--- src/rtl/bhm_pkg.sv ---
package bhm_pkg;

    typedef enum logic [1:0] {
        ST_OFF     = 2'd0,
        ST_RECOVER = 2'd1,
        ST_TEST    = 2'd2,
        ST_WAIT    = 2'd3
    } bhm_state_e;

    typedef struct packed {
        bhm_state_e state;
        logic       warn;      // sticky warning, 1 = pull line low
        logic       first;     // next window is the power-up window
        logic       low_seen;  // flag seen high in the current window
    } bhm_ctrl_s;

endpackage

--- src/rtl/bhm_sync.sv ---
module bhm_sync #(
    parameter int STAGES = 2
) (
    input  logic clk,
    input  logic rst_n,
    input  logic din,
    output logic dout
);
    logic [STAGES-1:0] sh_d, sh_q;

    always_comb begin
        sh_d = {sh_q[STAGES-2:0], din};
    end

    always_ff @(posedge clk or negedge rst_n) begin
        if (!rst_n) sh_q <= '0;
        else        sh_q <= sh_d;
    end

    assign dout = sh_q[STAGES-1];
endmodule

--- src/rtl/bhm_timer.sv ---
module bhm_timer #(
    parameter int CW = 8
) (
    input  logic          clk,
    input  logic          rst_n,
    input  logic          start,
    input  logic [CW-1:0] start_val,
    output logic          expired
);
    logic [CW-1:0] cnt_d, cnt_q;

    always_comb begin
        cnt_d = cnt_q;
        if (start)              cnt_d = start_val;
        else if (cnt_q != '0)   cnt_d = cnt_q - 1'b1;
    end

    always_ff @(posedge clk or negedge rst_n) begin
        if (!rst_n) cnt_q <= '0;
        else        cnt_q <= cnt_d;
    end

    assign expired = (cnt_q == '0);

    // a running count falls by one per cycle
    a_r4_count_down: assert property (@(posedge clk) disable iff (!rst_n)
        (!start && cnt_q != '0) |=> (cnt_q == $past(cnt_q) - 1'b1));

    // a start loads exactly the requested value
    a_r3_load_value: assert property (@(posedge clk) disable iff (!rst_n)
        start |=> (cnt_q == $past(start_val)));
endmodule

--- src/rtl/bhm_ctrl.sv ---
module bhm_ctrl
    import bhm_pkg::*;
#(
    parameter int              CW              = 8,
    parameter longint unsigned REC_CYCLES      = 5,
    parameter longint unsigned WINDOW_CYCLES   = 8,
    parameter longint unsigned INTERVAL_CYCLES = 20
) (
    input  logic          clk,
    input  logic          rst_n,
    input  logic          pwr_ok,
    input  logic          batt_low,
    input  logic          tmr_expired,
    output logic          tmr_start,
    output logic [CW-1:0] tmr_val,
    output logic          load_en,
    output logic          warn
);
    localparam logic [CW-1:0] REC_LOAD = CW'(REC_CYCLES - 1);
    localparam logic [CW-1:0] WIN_LOAD = CW'(WINDOW_CYCLES - 1);
    localparam logic [CW-1:0] INT_LOAD = CW'(INTERVAL_CYCLES - 1);

    bhm_ctrl_s c_d, c_q;
    logic      verdict_low;

    always_comb begin
        c_d         = c_q;
        tmr_start   = 1'b0;
        tmr_val     = '0;
        verdict_low = c_q.low_seen | batt_low;
        if (!pwr_ok) begin
            c_d.state    = ST_OFF;
            c_d.first    = 1'b1;
            c_d.low_seen = 1'b0;
            tmr_start    = 1'b1;
        end else begin
            unique case (c_q.state)
                ST_OFF: begin
                    tmr_start = 1'b1;
                    tmr_val   = REC_LOAD;
                    c_d.state = ST_RECOVER;
                end
                ST_RECOVER: begin
                    if (tmr_expired) begin
                        tmr_start    = 1'b1;
                        tmr_val      = WIN_LOAD;
                        c_d.state    = ST_TEST;
                        c_d.low_seen = 1'b0;
                    end
                end
                ST_TEST: begin
                    c_d.low_seen = verdict_low;
                    if (tmr_expired) begin
                        if (verdict_low)    c_d.warn = 1'b1;
                        else if (c_q.first) c_d.warn = 1'b0;
                        c_d.first    = 1'b0;
                        c_d.low_seen = 1'b0;
                        tmr_start    = 1'b1;
                        tmr_val      = INT_LOAD;
                        c_d.state    = ST_WAIT;
                    end
                end
                ST_WAIT: begin
                    if (tmr_expired) begin
                        tmr_start    = 1'b1;
                        tmr_val      = WIN_LOAD;
                        c_d.state    = ST_TEST;
                        c_d.low_seen = 1'b0;
                    end
                end
                default: c_d.state = ST_OFF;
            endcase
        end
    end

    always_ff @(posedge clk or negedge rst_n) begin
        if (!rst_n) begin
            c_q.state    <= ST_OFF;
            c_q.warn     <= 1'b0;
            c_q.first    <= 1'b1;
            c_q.low_seen <= 1'b0;
        end else begin
            c_q <= c_d;
        end
    end

    assign load_en = (c_q.state == ST_TEST) && pwr_ok;
    assign warn    = c_q.warn;

    // no load without a valid supply
    a_r9_load_off_unpowered: assert property (@(posedge clk) disable iff (!rst_n)
        !pwr_ok |-> !load_en);

    // warning frozen while the supply was missing
    a_r9_warn_hold_unpowered: assert property (@(posedge clk) disable iff (!rst_n)
        !$past(pwr_ok) |-> $stable(c_q.warn));

    // warning only rises when a window closes
    a_r5_warn_rise_at_close: assert property (@(posedge clk) disable iff (!rst_n)
        $rose(c_q.warn) |-> ($past(c_q.state) == ST_TEST));

    // warning only falls when a power-up window closes
    a_r7_warn_fall_powerup: assert property (@(posedge clk) disable iff (!rst_n)
        $fell(c_q.warn) |-> ($past(c_q.state) == ST_TEST && $past(c_q.first)));

    // a window is entered only from recovery or the interval wait
    a_r2_test_entry: assert property (@(posedge clk) disable iff (!rst_n)
        (c_q.state == ST_TEST && $past(c_q.state) != ST_TEST)
            |-> ($past(c_q.state) == ST_RECOVER || $past(c_q.state) == ST_WAIT));
endmodule

--- src/rtl/batt_health_mon.sv ---
module batt_health_mon #(
    parameter longint unsigned REC_CYCLES      = 64'd10_000_000,
    parameter longint unsigned WINDOW_CYCLES   = 64'd50_000_000,
    parameter longint unsigned INTERVAL_CYCLES = 64'd4_320_000_000_000,
    parameter int              SYNC_STAGES     = 2
) (
    input  logic clk,
    input  logic rst_n,
    input  logic pwr_ok,
    input  logic batt_low_raw,
    output logic load_en,
    output logic warn_pull_low
);
    localparam longint unsigned MAX_A =
        (REC_CYCLES > WINDOW_CYCLES) ? REC_CYCLES : WINDOW_CYCLES;
    localparam longint unsigned MAX_CYC =
        (MAX_A > INTERVAL_CYCLES) ? MAX_A : INTERVAL_CYCLES;
    localparam int CW = $clog2(MAX_CYC + 1);

    logic          batt_low_s;
    logic          tmr_start;
    logic [CW-1:0] tmr_val;
    logic          tmr_expired;

    bhm_sync #(.STAGES(SYNC_STAGES)) u_sync (
        .clk  (clk),
        .rst_n(rst_n),
        .din  (batt_low_raw),
        .dout (batt_low_s)
    );

    bhm_timer #(.CW(CW)) u_timer (
        .clk      (clk),
        .rst_n    (rst_n),
        .start    (tmr_start),
        .start_val(tmr_val),
        .expired  (tmr_expired)
    );

    bhm_ctrl #(
        .CW             (CW),
        .REC_CYCLES     (REC_CYCLES),
        .WINDOW_CYCLES  (WINDOW_CYCLES),
        .INTERVAL_CYCLES(INTERVAL_CYCLES)
    ) u_ctrl (
        .clk        (clk),
        .rst_n      (rst_n),
        .pwr_ok     (pwr_ok),
        .batt_low   (batt_low_s),
        .tmr_expired(tmr_expired),
        .tmr_start  (tmr_start),
        .tmr_val    (tmr_val),
        .load_en    (load_en),
        .warn       (warn_pull_low)
    );
endmodule

--- config.mk ---
export PLATFORM = sky130hd
export DESIGN_NAME = batt_health_mon
export DESIGN_NICKNAME = d
export VERILOG_FILES = /design/src/rtl/bhm_pkg.sv /design/src/rtl/bhm_sync.sv /design/src/rtl/bhm_timer.sv /design/src/rtl/bhm_ctrl.sv /design/src/rtl/batt_health_mon.sv
export SDC_FILE = /design/constraint.sdc
export NUM_CORES = 1
export LEC_CHECK = 0
export BUFFER_PORTS_ARGS = -buffer_cell sky130_fd_sc_hd__buf_2
export CAP_MARGIN = 10
export CORE_MARGIN = 2
export CORE_UTILIZATION = 45
export DETAILED_ROUTE_END_ITERATION = 10
export SKIP_CTS_REPAIR_TIMING = 1
export SLEW_MARGIN = 20
export SYNTH_ARGS = -nofsm -noshare
export SYNTH_HDL_FRONTEND = slang
export SYNTH_SLANG_ARGS = --single-unit
--- constraint.sdc ---
create_clock -name clk -period 2.74 [get_ports clk]
set_input_delay 0.274 -clock clk [delete_from_list [all_inputs] [get_ports clk]]
set_output_delay 0.274 -clock clk [all_outputs]
set_load 0.005 [all_outputs]
=== Word-level counts from Yosys, hierarchy flattened ===
Index checks and enable logic that the tools add are counted.

* Flip-flop bits (word level): 49
* Input bits: 4
* Logic and storage cells: 47

* $add $sub $neg: 1
* Eq/ne operators: 8
* Multiplexer cells: 19
* Bitwise gates (word level): 1
* Reductions and logical operators: 12

{| class="wikitable"
|+ Operators by type and width
! kind !! count
|-
| 42-bit two-way mux || 4
|-
| 42-bit case mux with 3 select lines || 1
|-
| 42-bit zero test || 1
|-
| 42-bit nonzero test || 1
|-
| 42-bit by 1-bit subtractor with 42-bit output, second input constant || 1
|-
| 26-bit two-way mux || 1
|-
| 1-bit two-way mux || 6
|-
| 2-bit two-way mux || 3
|-
| 3-bit by 2-bit != test with 1-bit output, second input constant || 2
|-
| 2-bit case mux with 3 select lines || 1
|-
| 2-bit AND reduction || 3
|-
| 5-bit two-way mux || 1
|-
| 2-bit equality test, second input constant || 2
|-
| 2-bit by 1-bit != test with 1-bit output, second input constant || 2
|-
| 1-bit case mux with 2 select lines || 2
|-
| 4-bit AND reduction || 1
|-
| 2-bit nonzero test || 2
|-
| 3-bit != test, second input constant || 1
|-
| 3-bit OR reduction || 1
|-
| 2-bit by 1-bit equality test with 1-bit output, second input constant || 1
|-
| 2-bit zero test || 1
|-
| 2-bit OR reduction || 1
|-
| 1-bit logical AND || 1
|-
| 1-bit bitwise OR || 1
|}

=== Longest topological paths before layout ===
* Word-level depth: 5
* Mapped depth: 9
* Gate-level depth less buffers: 7

=== Modules after synthesis ===
A second synthesis with hierarchy kept.

* Cell total of the unflattened synthesis: 353
* Area, all modules: 3118.0 µm²

{| class="wikitable"
|+ Modules (own cells, without submodules)
! module !! times used !! cells an instance !! area each (µm²)
|-
| bhm_timer || 1 || 280 || 2503.7
|-
| bhm_ctrl || 1 || 71 || 564.3
|-
| bhm_sync || 1 || 2 || 50.0
|}

=== Worst setup path before layout ===
Ideal clock, no wire load.

* Path type: register to register
* From: register u_timer.cnt_q[3]
* To: register u_timer.cnt_q[40]
* Setup time: 0.082 ns
* Arrival time: 2.438 ns
* Data required time: 2.658 ns
* Path slack: 0.220 ns
* Cell stages (with the launch flop): 8
* Buffers on the path: 2
* Path through: dfrtp_1 or4_4 or3_1 buf_2 or4_1 buf_2 or3_1 a31oi_1

* Longest elaborated chain between the ends: 5

{| class="wikitable"
|+ RTL lines
! item !! line !! text
|-
| from (decl) || bhm_timer.sv:10 || <nowiki>logic [CW-1:0] cnt_d, cnt_q;</nowiki>
|-
| from (signal assigned) || bhm_timer.sv:20 || <nowiki>else cnt_q <= cnt_d;</nowiki>
|-
| branches (longest 5 deep; another with 42-bit by 1-bit subtractor with 42-bit output) || -- ||
|}

Parallel ways; which one is timed is not known. The select of a mux whose other input is x is not followed.
A chain may end at the register's enable or synchronous reset.

=== Worst setup path in the final report ===
* From: register u_timer.cnt_q[3]
* To: register u_timer.cnt_q[38]

Same word-level chain as after synthesis.

==> results.json <==
{
  "outcome": "finished, final reports clean",
  "post_drt_wl_per_cell_um": 16.50,
  "ir_drop_uv": 323.8,
  "start_kind": "flop",
  "muxShareOfSynthArea_pct": 0,
  "grt_setup_unrepaired": "no",
  "htree_levels": 2,
  "post-route-util_pct": 51.81,
  "slowest_stage": "or4_4",
  "setup_viol": 0,
  "hp-class": "primary input to flop",
  "p_clk_share_pct": 31.3,
  "grt_pass1_vias": 2037,
  "grt_max_degree": 26,
  "die_area_um2": 6293,
  "cts_buffer_depth": 2,
  "crit_buf_inv": 0,
  "maxCapViolCount": 0,
  "cpPeakStageDelay_ns": 0.58,
  "post-route-min-period_ns": 2.578,
  "port_buffers": 5,
  "multiInputGateArea_um2": 1277,
  "num_rows": 27,
  "dr.pass1.iters": 7,
  "cts_root_buf": "clkbuf_8",
  "drive_gt1_share_pct": 13.78,
  "synthSimpleGateAreaFrac_pct": 26.02,
  "die-height_um": 79.33,
  "finalCritPeriodShare_pct": 94.08,
  "design_area_um2": 2853,
  "synth-seq-cells": 49,
  "drtIter0Drc": 128,
  "syn_avg_cell_area_um2": 9.710,
  "placed_cell_area_um2": 2749,
  "seqPwrFrac_pct": 56.6,
  "grt_usage_pct": 20.88,
  "start_util_pct": 46.38,
  "core_um2": 5507,
  "die_x_um": 79.33,
  "r2r_slack_ns": 0.16,
  "fill_cells": 517,
  "postRouteAntennaNets": 0,
  "grt_pass1_wl_um": 10160,
  "crit_arrival_ns": 2.80,
  "synthesis.nets": 269,
  "synth_top_family_by_area": "simple AND/OR/NAND/NOR gates",
  "fin_hold_ws_ns": 0.07024,
  "cts_sinks": 49,
  "max_freq_mhz": 387.9,
  "swShare_pct": 27.18,
  "clock_skew_ns": 0.006295,
  "critical_path_class": "flop to flop",
  "fin_setup_tns_ns": 0,
  "synth-xor-area-share_pct": 8.917,
  "ys_seq_area_share_pct": 48.06,
  "yosysUniqueCellTypes": 37,
  "dominantRegCellSynth": "dfrtp_1",
  "numCtsBuffers": 5,
  "power_frac_comb_pct": 12.2,
  "crit_required_ns": 2.96,
  "cp_top_family": "simple AND/OR/NAND/NOR gates",
  "cp-end-kind": "flop",
  "syn-cell-area_um2": 2554,
  "routed_wl_um": 5859,
  "regArea_um2": 1227,
  "antenna_found_initial": 0,
  "async_reset_ff_share_pct": 100.0,
  "ys_warn_count": 0,
  "worstPathMaxFanout": 8,
  "worstPathCellList": "or4_4, or3_1, or4_1, or2_2, a31oi_1",
  "hold_viol_final": 0,
  "finalNetCount": 288,
  "synth_compound_area_share_pct": 13.87,
  "synthToLayoutAreaGrowth_pct": 11.71,
  "worstSkewPairLatency_ns": 0.30,
  "drc": 0,
  "clkTransAtPathRegs_ns": 0.09,
  "tightest_slew_ns": 0.8448,
  "io_pins": 6,
  "internal_power_uw": 989.9,
  "dp_hpwl_um": 4274,
  "synth-adder-area-share_pct": 0.9799,
  "synth_edf_count": 0,
  "gp_congestion": 0.8398,
  "via_count": 2085,
  "diodes": 0,
  "synthCells": 263,
  "vias_per_cell": 5.873,
  "cts_tree": "built",
  "drv_slew": 0,
  "overflow": 0,
  "power.switching_uw": 369.6,
  "cellPowerDensity_nw_per_um2": 476.5,
  "power.leakage_uw": 0.001166,
  "relSlewSlack_pct": 43.47
}
[stage by stage]
stage	setup slack, ns	total power [uW]	instances
floorplan	0.2201	881.2	263
global placement	0.1922	944.3	346
detailed placement	0.1744	946.2	346
CTS	0.1509	1373	354
global route	0.009485	1435	355
finish	0.1622	1359	355
[power by group through the flow]
stage / logic [uW] / clock network, uW / registers, uW
3_5_place_dp: 164 / 0 / 782
4_1_cts: 165 / 440 / 768
2_1_floorplan: 105 / 0 / 776
3_3_place_gp: 163 / 0 / 781
5_1_grt: 186 / 477 / 771
6_report: 165 / 425 / 769
[registers in the layout, summed over array words and instances (netlist names)]
register	flops
u_ctrl.c_q	4
u_ctrl.warn	1
u_sync.sh_q	2
u_timer.cnt_q	42
[area by class of cell]
class	instances	area share, %
Clock buffer	6	2.544
Clock inverter	2	0.5263
Sequential cell	49	43.03
Multi-Input combinational cell	200	44.78
Tap cell	72	3.158
Timing Repair Buffer	22	5.439
Inverter	4	0.5263
[synthesized netlist by cell type, types with 8 or more instances]
cell      number  area share (%)
dfrtp_1       48              47
clkbuf_1       8             1.2
nor2_1        21             3.1
o21ai_0       13             2.5
xnor2_1       16             5.5
nor4_1        17             4.2
a31oi_1       13             3.2
a21oi_1       17             3.3
or4_1         11             3.2
nand2_1       10             1.5
nand3_1       11             2.2
xor2_1        10             3.4
[layer usage]
layer  vias to the layer above  part of all wire, %  global-route usage (%)
li1                       1024                    -                       -
met1                      1018                   49                   29.95
met2                        36                   47                   31.69
met3                         7                  2.9                   3.636
met4                         0                  1.4                   7.759
met5                         -                    0                       0
[logic make-up (layout without fill, tap and decap cells)]
| group | after synthesis | count (layout) |
|---|---|---|
| AND/OR/NAND/NOR | 114 | 114 |
| AO/OA/AOI/OAI | 58 | 58 |
| flip-flops | 49 | 49 |
| XOR/XNOR | 26 | 26 |
| buffers and inverters | 14 | 34 |
| adder cells (fa/ha/maj) | 2 | 2 |
[final timing paths]
path,startpoint,to,cells past startpoint
max,u_timer.cnt_q[3],u_timer.cnt_q[38],5
min,batt_low_raw,u_sync.sh_q[0],1
max reg2reg,u_timer.cnt_q[3],u_timer.cnt_q[38],5
min reg2reg,u_sync.sh_q[0],u_sync.sh_q[1],0
max in group asynchronous,rst_n,u_ctrl.c_q[1],3
min in group asynchronous,rst_n,u_timer.cnt_q[0],2
[layout by cell type (no fill, tap or decap), types with 3 or more instances in the layout]
cell type  netlist  final
a21oi_1         17     17
clkbuf_8         0      5
buf_2            2      5
nand3_1         11     11
o31ai_1          6      6
nor3_1           7      7
a31oi_1         13     13
nand4b_1         4      4
nor4_1          17     16
inv_1            4      4
buf_4            0     16
or2_2            5      5
xor2_1          10     10
o21ai_0         13     13
nor2_1          21     21
nand4_1          3      3
or3_1            7      7
nand2b_1         5      5
or4_1           11     11
o21a_1           5      5
nor4_2           2      3
dfrtp_1         48     48
xnor2_1         16     16
nand2_1         10     10
Power figures use the tool's default switching activity.
